==> src/rtl/dma_arm_pkg.sv <==
package dma_arm_pkg;

  typedef enum logic [1:0] {
    CH_IDLE  = 2'd0,
    CH_ARMED = 2'd1,
    CH_BUSY  = 2'd2
  } ch_state_e;

  localparam logic [1:0] ADDR_ARM  = 2'd0;
  localparam logic [1:0] ADDR_REQ  = 2'd1;
  localparam logic [1:0] ADDR_FLAG = 2'd2;

  localparam int TRIG_SW    = 0;
  localparam int TRIG_CHAIN = 1;
  localparam int TRIG_EXT0  = 2;

endpackage

==> src/rtl/dma_trig_mux.sv <==
module dma_trig_mux #(
  parameter int TW   = 4,
  parameter int NEXT = 12
) (
  input  logic [TW-1:0]   code,
  input  logic            sw_req,
  input  logic            chain_in,
  input  logic [NEXT-1:0] ext_trig,
  output logic            evt
);
  import dma_arm_pkg::*;

  logic [NEXT-1:0] ext_hit;

  genvar k;
  generate
    for (k = 0; k < NEXT; k++) begin : g_ext
      assign ext_hit[k] = (code == TW'(k + TRIG_EXT0)) && ext_trig[k];
    end
  endgenerate

  always_comb begin
    evt = |ext_hit;
    if (code == TW'(TRIG_SW))    evt = sw_req;
    if (code == TW'(TRIG_CHAIN)) evt = chain_in;
  end

endmodule

==> src/rtl/dma_chan_fsm.sv <==
module dma_chan_fsm (
  input  logic clk,
  input  logic rst_n,
  input  logic arm_set,
  input  logic abort_sel,
  input  logic req_set,
  input  logic code_is_sw,
  input  logic evt,
  input  logic done,
  output logic armed,
  output logic busy,
  output logic pend,
  output logic complete,
  output logic abort_stop
);
  import dma_arm_pkg::*;

  ch_state_e state_q, state_d;
  logic      state_en;
  logic      pend_q, pend_d;
  logic      pend_en;

  // next-state: abort beats done, done beats arm
  always_comb begin
    state_d = state_q;
    case (state_q)
      CH_IDLE:  if (arm_set) state_d = CH_ARMED;
      CH_ARMED: begin
        if (abort_sel)  state_d = CH_IDLE;
        else if (evt)   state_d = CH_BUSY;
      end
      CH_BUSY: begin
        if (abort_sel)  state_d = CH_IDLE;
        else if (done)  state_d = CH_IDLE;
      end
      default: state_d = CH_IDLE;
    endcase
  end
  assign state_en = (state_d != state_q);

  always_comb begin
    pend_d = pend_q;
    if (state_d != CH_ARMED)
      pend_d = 1'b0;
    else if (req_set && code_is_sw && state_q == CH_ARMED)
      pend_d = 1'b1;
  end
  assign pend_en = (pend_d != pend_q);

  always_ff @(posedge clk or negedge rst_n) begin
    if (!rst_n) begin
      state_q <= CH_IDLE;
    end else if (state_en) begin
      state_q <= state_d;
    end
  end

  always_ff @(posedge clk or negedge rst_n) begin
    if (!rst_n) begin
      pend_q <= 1'b0;
    end else if (pend_en) begin
      pend_q <= pend_d;
    end
  end

  assign armed      = (state_q != CH_IDLE);
  assign busy       = (state_q == CH_BUSY);
  assign pend       = pend_q;
  assign complete   = busy && done && !abort_sel;
  assign abort_stop = busy && abort_sel;

endmodule

==> src/rtl/dma_irq_flags.sv <==
module dma_irq_flags #(
  parameter int NCH = 5
) (
  input  logic           clk,
  input  logic           rst_n,
  input  logic [NCH-1:0] complete,
  input  logic           clr_wr,
  input  logic [NCH-1:0] clr_keep,
  input  logic [NCH-1:0] irq_mask,
  output logic [NCH-1:0] flags,
  output logic           cpu_irq
);

  logic [NCH-1:0] flag_q, flag_d;
  logic [NCH-1:0] clr_bits;
  logic           flag_en;

  always_comb begin
    clr_bits = clr_wr ? ~clr_keep : '0;
    flag_d   = (flag_q & ~clr_bits) | complete;
  end
  assign flag_en = (flag_d != flag_q);

  always_ff @(posedge clk or negedge rst_n) begin
    if (!rst_n) begin
      flag_q <= '0;
    end else if (flag_en) begin
      flag_q <= flag_d;
    end
  end

  assign flags   = flag_q;
  assign cpu_irq = |(flag_q & irq_mask);

endmodule

==> src/rtl/dma_arm_ctrl.sv <==
module dma_arm_ctrl #(
  parameter int NCH  = 5,
  parameter int DW   = 8,
  parameter int AW   = 2,
  parameter int TW   = 4,
  parameter int NEXT = 12
) (
  input  logic              clk,
  input  logic              rst_n,
  input  logic              reg_wr,
  input  logic [AW-1:0]     reg_addr,
  input  logic [DW-1:0]     reg_wdata,
  output logic [DW-1:0]     reg_rdata,
  input  logic [NCH*TW-1:0] trig_sel,
  input  logic [NCH-1:0]    irq_mask,
  input  logic [NEXT-1:0]   ext_trig,
  input  logic [NCH-1:0]    xfer_done,
  output logic [NCH-1:0]    ch_busy,
  output logic [NCH-1:0]    xfer_abort,
  output logic              cpu_irq
);
  import dma_arm_pkg::*;

  localparam int ABORT_BIT = DW - 1;

  // reset: asserted asynchronously, released on a clock edge
  logic [1:0] rst_sync_q;
  logic       rst_core_n;

  always_ff @(posedge clk or negedge rst_n) begin
    if (!rst_n) begin
      rst_sync_q <= 2'b00;
    end else begin
      rst_sync_q <= {rst_sync_q[0], 1'b1};
    end
  end
  assign rst_core_n = rst_sync_q[1];

  // register write decode
  logic           wr_arm, wr_req, wr_flag, abort_wr;
  logic [NCH-1:0] arm_set, abort_sel, req_set;

  always_comb begin
    wr_arm    = reg_wr && (reg_addr == AW'(ADDR_ARM));
    wr_req    = reg_wr && (reg_addr == AW'(ADDR_REQ));
    wr_flag   = reg_wr && (reg_addr == AW'(ADDR_FLAG));
    abort_wr  = wr_arm && reg_wdata[ABORT_BIT];
    arm_set   = (wr_arm && !abort_wr) ? reg_wdata[NCH-1:0] : '0;
    abort_sel = abort_wr ? reg_wdata[NCH-1:0] : '0;
    req_set   = wr_req ? reg_wdata[NCH-1:0] : '0;
  end

  // per-channel trigger selection and state
  logic [NCH-1:0] armed_v, busy_v, pend_v, complete_v, abort_v, evt_v, chain_v;

  genvar i;
  generate
    for (i = 0; i < NCH; i++) begin : g_ch
      if (i == 0) begin : g_head
        assign chain_v[i] = 1'b0;
      end else begin : g_link
        assign chain_v[i] = complete_v[i-1];
      end

      dma_trig_mux #(
        .TW   (TW),
        .NEXT (NEXT)
      ) u_mux (
        .code     (trig_sel[i*TW +: TW]),
        .sw_req   (pend_v[i]),
        .chain_in (chain_v[i]),
        .ext_trig (ext_trig),
        .evt      (evt_v[i])
      );

      dma_chan_fsm u_fsm (
        .clk        (clk),
        .rst_n      (rst_core_n),
        .arm_set    (arm_set[i]),
        .abort_sel  (abort_sel[i]),
        .req_set    (req_set[i]),
        .code_is_sw (trig_sel[i*TW +: TW] == TW'(TRIG_SW)),
        .evt        (evt_v[i]),
        .done       (xfer_done[i]),
        .armed      (armed_v[i]),
        .busy       (busy_v[i]),
        .pend       (pend_v[i]),
        .complete   (complete_v[i]),
        .abort_stop (abort_v[i])
      );
    end
  endgenerate

  logic [NCH-1:0] flags_v;

  dma_irq_flags #(
    .NCH (NCH)
  ) u_flags (
    .clk      (clk),
    .rst_n    (rst_core_n),
    .complete (complete_v),
    .clr_wr   (wr_flag),
    .clr_keep (reg_wdata[NCH-1:0]),
    .irq_mask (irq_mask),
    .flags    (flags_v),
    .cpu_irq  (cpu_irq)
  );

  // read mux
  always_comb begin
    case (reg_addr)
      AW'(ADDR_ARM):  reg_rdata = DW'(armed_v);
      AW'(ADDR_REQ):  reg_rdata = DW'(pend_v);
      AW'(ADDR_FLAG): reg_rdata = DW'(flags_v);
      default:        reg_rdata = '0;
    endcase
  end

  assign ch_busy    = busy_v;
  assign xfer_abort = abort_v;

endmodule

==> config.mk <==
export PLATFORM = sky130hd
export DESIGN_NAME = dma_arm_ctrl
export DESIGN_NICKNAME = d
export VERILOG_FILES = /design/src/rtl/dma_arm_pkg.sv /design/src/rtl/dma_trig_mux.sv /design/src/rtl/dma_chan_fsm.sv /design/src/rtl/dma_irq_flags.sv /design/src/rtl/dma_arm_ctrl.sv
export SDC_FILE = /design/constraint.sdc
export NUM_CORES = 1
export LEC_CHECK = 0
export BUFFER_PORTS_ARGS = -buffer_cell sky130_fd_sc_hd__buf_2
export CAP_MARGIN = 20
export CORE_MARGIN = 4
export CORE_UTILIZATION = 35
export DETAILED_ROUTE_END_ITERATION = 10
export PLACE_DENSITY = 0.69
export SYNTH_ARGS = -nofsm -noshare
export SYNTH_HDL_FRONTEND = slang
export SYNTH_SLANG_ARGS = --single-unit
==> constraint.sdc <==
create_clock -name clk -period 5.7 [get_ports clk]
set_input_delay 1.71 -clock clk [delete_from_list [all_inputs] [get_ports clk]]
set_output_delay 1.71 -clock clk [all_outputs]
set_load 0.1 [all_outputs]
# ---- After elaboration in Yosys (flattened, before gate mapping)
# Index checks and enable logic that the tools add are counted.
dict set report op_classes {
  n_mux 55
  n_shift 0
  magnitude_cmp 0
  n_addsub 0
  n_reduce_logical 118
  multipliers 0
  eq_ne 93
  bitwise_logic 5
  div 0
}
# operator n
set op_table {}
lappend op_table {{4-bit == test (second input constant)} 30}
lappend op_table {{1-bit logical AND} 90}
lappend op_table {{4-bit by 3-bit == test with 1-bit output (second input constant)} 20}
lappend op_table {{12-bit OR reduction} 5}
lappend op_table {{2-bit two-way mux} 25}
lappend op_table {{4-bit by 2-bit == test with 1-bit output (second input constant)} 10}
lappend op_table {{2-bit case mux with 3 select lines} 5}
lappend op_table {{4-bit by 1-bit == test with 1-bit output (second input constant)} 5}
lappend op_table {{4-bit zero test} 5}
lappend op_table {{1-bit two-way mux} 20}
lappend op_table {{5-bit two-way mux} 4}
lappend op_table {{5-bit case mux with 3 select lines} 1}
lappend op_table {{2-bit by 1-bit == test with 1-bit output (second input constant)} 6}
lappend op_table {{2-bit == test (second input constant)} 6}
lappend op_table {{2-bit zero test} 6}
lappend op_table {{5-bit AND} 2}
lappend op_table {{2-bit by 1-bit != test with 1-bit output (second input constant)} 5}
lappend op_table {{2-bit != test} 5}
lappend op_table {{5-bit inverter} 2}
lappend op_table {{2-bit nonzero test} 5}
lappend op_table {{1-bit zero test} 6}
lappend op_table {{1-bit != test} 5}
lappend op_table {{5-bit != test} 1}
lappend op_table {{5-bit bitwise OR} 1}
lappend op_table {{5-bit OR reduction} 1}
dict set report word_totals {
  ram_bits 0
  latchBits 0
  regBits 22
  mem_bits_ro 0
  mem_count 0
}

# ---- Depth between registers and ports, before layout
dict set report logic_depth {
  ltp_word 13
  ltp_mapped 7
  mapped_depth_nobuf 6
}

# ---- Cells and area by module
# Synthesis repeated with hierarchy kept, for this count alone.
dict set report unflattened {
  hier_cells 202
  area_unflattened_um2 2053.2
}
# module area_each_um2 cells_each seq_area_each_um2 n_inst
set modules_own_cells {}
lappend modules_own_cells {dma_chan_fsm 168.9 16 75.1 5}
lappend modules_own_cells {dma_trig_mux 128.9 11 0.0 5}
lappend modules_own_cells {dma_arm_ctrl 349.1 49 50.0 1}
lappend modules_own_cells {dma_irq_flags 215.2 18 125.1 1}

# ---- Worst setup path before layout
# No wires, ideal clock.
dict set report synth_path {
  kind {in2out}
  startpoint {in reg_addr[1]}
  endpoint {out reg_rdata[1]}
  setup_slack_ps -503
  arrival_ps 4493
  stages 4
  path_buffers 2
  t_required_ps 3990
  cell_sequence {clkbuf_1 > clkbuf_1 > nor3_1 > o31ai_1}
}
dict set report synth_between {
  elab_chain_len 2
}
# item line_no
set synth_lines {}
lappend synth_lines {{start: declaration} dma_arm_ctrl.sv:11} ;# input logic [AW-1:0] reg_addr,
lappend synth_lines {{2-bit == test (tied with other cells)} dma_arm_ctrl.sv:111} ;# case (reg_addr)
lappend synth_lines {{5-bit case mux with 3 select lines (*)} dma_arm_ctrl.sv:111}
lappend synth_lines {{end: declaration} dma_arm_ctrl.sv:13} ;# output logic [DW-1:0] reg_rdata,
# Mark *: on every way between the ends. The rest lies on a longest branch, timed or not.

# ---- Worst setup path after layout
dict set report layout_path {
  startpoint {in reg_addr[0]}
  endpoint {out xfer_abort[2]}
}
dict set report layout_between {
  elab_chain_len 5
}
# item line_no
set layout_lines {}
lappend layout_lines {{2-bit zero test} dma_arm_ctrl.sv:44} ;# wr_arm = reg_wr && (reg_addr == AW'(ADDR_ARM));
lappend layout_lines {{1-bit logical AND} dma_arm_ctrl.sv:44}
lappend layout_lines {{1-bit logical AND} dma_arm_ctrl.sv:47} ;# abort_wr = wr_arm && reg_wdata[ABORT_BIT];
lappend layout_lines {{5-bit two-way mux} dma_arm_ctrl.sv:49} ;# abort_sel = abort_wr ? reg_wdata[NCH-1:0] : '0;
lappend layout_lines {{1-bit logical AND} dma_chan_fsm.sv:70} ;# assign abort_stop = busy && abort_sel;
lappend layout_lines {{end: declaration} dma_arm_ctrl.sv:19} ;# output logic [NCH-1:0] xfer_abort,
# Every way passes these cells.

==> impl_metrics.csv <==
group,metric,value,unit
status,status,"complete, no violations",
cells_and_area,fin_util,0.423,
setup_path,slowest_stage,"and4bb_2",
sta,fmax,0.204,GHz
global_routing,overflow,0,
clock_network,cts_max_level,1,
sta,setup_viol,0,
clock_network,clk_latency,0.27,ns
setup_path,cp_common_cell,"buf_2",
drt,postRouteAntennaNets,0,
cells_and_area,nets,352,
place,place_ws,0.800,ns
cells_and_area,diodes,0,
logic_synthesis,synthMuxAreaShare,0.156,
setup_path,max_stage_delay,0.55,ns
sta,period_share,0.861,
die,die_w,85.6,um
drt,first_iter_violations,102,
logic_synthesis,avgSynthCellArea,8.65,sq um
clock_network,clk_pin_slew,0.09,ns
place,placedCellCount,367,
logic_synthesis,yosysMostFrequentCell,"nor2_1",
drt,wl_per_cell,16.4,um
die,dieArea,0.00733,sq mm
place,dpl.hpwl,4.78,mm
cells_and_area,stdcell_area,0.00249,sq mm
clock_network,cts_buffers,3,
setup_path,crit_chain,"buf_2 -> and4bb_2 -> nand2_1 -> nor2_1 -> buf_2",
setup_path,rr_startpoint,"g_ch[3].u_fsm.pend",
setup_path,required,3.99,ns
drt,drc_errors,0,
drt,first_pass_iters,4,
global_routing,grt_pass1_wl,9.94,mm
cells_and_area,regArea,551,sq um
setup_path,critPathArrivalTime,3.20,ns
place,io_buffers,68,
cells_and_area,final.fill_count,621,
logic_synthesis,synthSimpleGateAreaFrac,0.280,
setup_path,ff2ff_path_depth,5,
setup_path,startpoint_type,"input pin",
clock_network,cts_tree,"done",
setup_path,worstSetupEndpointType,"output pin",
logic_synthesis,synth_flop_cell,"dfrtp_1",
sta,slew_headroom,0.432,
clock_network,cts_hold_buf,0,
power_and_ir_drop,power,542,uW
die,die_h,85.6,um
logic_synthesis,synth_cells,244,
sta,tightest_slew,0.851,ns
hold_path,hp-class,"reg2async",
cells_and_area,drive_gt1_frac,0.321,
clock_network,cts_root_buf,"clkbuf_8",
die,start_util,0.358,
sta,fin_tns_setup,0,ns
place,gp_congestion,0.830,
logic_synthesis,synthTopCellsByArea,"dfrtp_1 (26%), mux4_2 (7.5%), buf_4 (4.6%)",
logic_synthesis,yosys_warnings,0,
sta,timing.hold.ws,0.359,ns
run,maxCapViolCount,0,
logic_synthesis,netlist_area,0.00211,sq mm
cells_and_area,multiInputGateArea,0.00139,sq mm
clock_network,cts_setup_buffers,0,
logic_synthesis,synth_compound_area_frac,0.209,
sta,finalHoldViolCount,0,
global_routing,grt_pass1_vias,2193,
logic_synthesis,yosysTopAreaCellShare,0.261,
power_and_ir_drop,cellPowerDensity,218,mW/mm^2
setup_path,setup.worst_path.class,"in2out",
setup_path,crit_fanout,14,
die,num_io_pins,74,
logic_synthesis,ys_ff_latch,22,
logic_synthesis,yosys.cell_types.count,50,
global_routing,antenna_found_initial,0,
logic_synthesis,synthXorXnorAreaFrac,0,
clock_network,cts_sinks,22,
sta,skew,0.00427,ns
drt,via_per_inst,5.67,
logic_synthesis,synthArstFlopShare,1.00,
clock_network,cts_buffer_depth,2,
sta,fin_ws,0.792,ns
place,place_area,0.00242,sq mm
cells_and_area,stdcell_count,371,
logic_synthesis,synth_top_family_by_area,"simple AND/OR/NAND/NOR gates",
logic_synthesis,synth_edf_count,0,
power_and_ir_drop,leakagePower,1.14,nW
sta,min_period,4.91,ns
logic_synthesis,synthAdderAreaFrac,0,
logic_synthesis,synth.cells.most_frequent,"nor2_1 (23), dfrtp_1 (22), nor2b_1 (14)",
die,rows,28,
sta,rsz0062_at_grt,"no",
setup_path,crit_path_start,"reg_addr[0]",
clock_network,post_cts_resized,0,
global_routing,grt_use_total,0.165,
logic_synthesis,yosys.area.top_type,"dfrtp_1",
power_and_ir_drop,ir_drop,0.147,mV
logic_synthesis,ys_seq_area_frac,0.261,
cells_and_area,area_delta_synth_final,18.0,%
drt,vias,2103,
drt,drt-total-wl,6.09,mm
global_routing,grt_max_degree,21,
sta,drv_slew,0,
die,core,0.00589,sq mm
metal layers:
layer | global-route usage | share of wire | vias up
met3 | 0.0423 | 0.065 | 14
li1 | - | - | 1011
met4 | 0.0547 | 0.018 | 0
met2 | 0.298 | 0.49 | 75
met1 | 0.190 | 0.42 | 1003
met5 | 0 | 0 | -
area by class of cell:
type | count | area share
Tap cell | 75 | 0.0377
Multi-Input combinational cell | 190 | 0.556
Timing Repair Buffer | 69 | 0.140
Inverter | 11 | 0.0166
Clock buffer | 3 | 0.0166
Sequential cell | 22 | 0.221
Clock inverter | 1 | 0.0121
final timing paths:
| kind | to | slack (ns) |
|---|---|---|
| setup / recovery | xfer_abort[2] | 0.79 |
| hold / removal | u_flags.flags[2] | 0.36 |
| setup reg to reg | g_ch[3].u_fsm.pend | 3.77 |
| hold reg to reg | u_flags.flags[2] | 0.36 |
| max in group asynchronous | rst_sync_q[0] | 4.40 |
| min in group clk | rst_sync_q[1] | 0.37 |
cell families (layout without fill, tap and decap cells):
group                  after synthesis  after routing
DFF                                 22             22
AOI/OAI and AO/OA                   61             61
buffers and inverters               34             84
muxes                               21             21
and+or+nand+nor                    104            104
other                                2              4
state kept, by name, summed over array words and instances (netlist names):
register	count
u_flags.flags	5
g_ch.u_fsm.pend	5
rst_sync_q	2
g_ch.u_fsm.state_q	10
layout by cell type, fill, tap and decap left out, types with 3 or more instances in the layout:
cell and n:
buf_2 68, nor2_1 23, dfrtp_1 22, nor2b_1 14, nand2_1 13, inv_1 11
a21oi_1 10, nor3_1 10, a211oi_1 8, mux2_2 8, nand2b_1 7, nand3b_1 7
mux4_2 7, o21ai_0 7, a22oi_1 5, and3_1 4, nor4b_1 4, a2111oi_0 4
mux2i_1 4, conb_1 4, o21ai_1 3, a31oi_1 3, o21a_1 3, nor3b_1 3
nand4_1 3, nand3_1 3, a21boi_0 3, clkbuf_8 3
report_power, final:
part | leakage [nW] | internal (mW) | switching, mW | total, mW
clock network | 0.0357 | 0.0939 | 0.0545 | 0.148
registers | 0.296 | 0.171 | 0.0173 | 0.188
logic | 0.812 | 0.0637 | 0.142 | 0.206
total | 1.14 | 0.328 | 0.214 | 0.542
worst max-delay path, delay by kind of cell:
| kind | cells | cell delay [ns] |
|---|---|---|
| buffers and inverters | 2 | 0.63 |
| AND/OR/NAND/NOR | 3 | 0.86 |
Power figures use the tool's default switching activity.
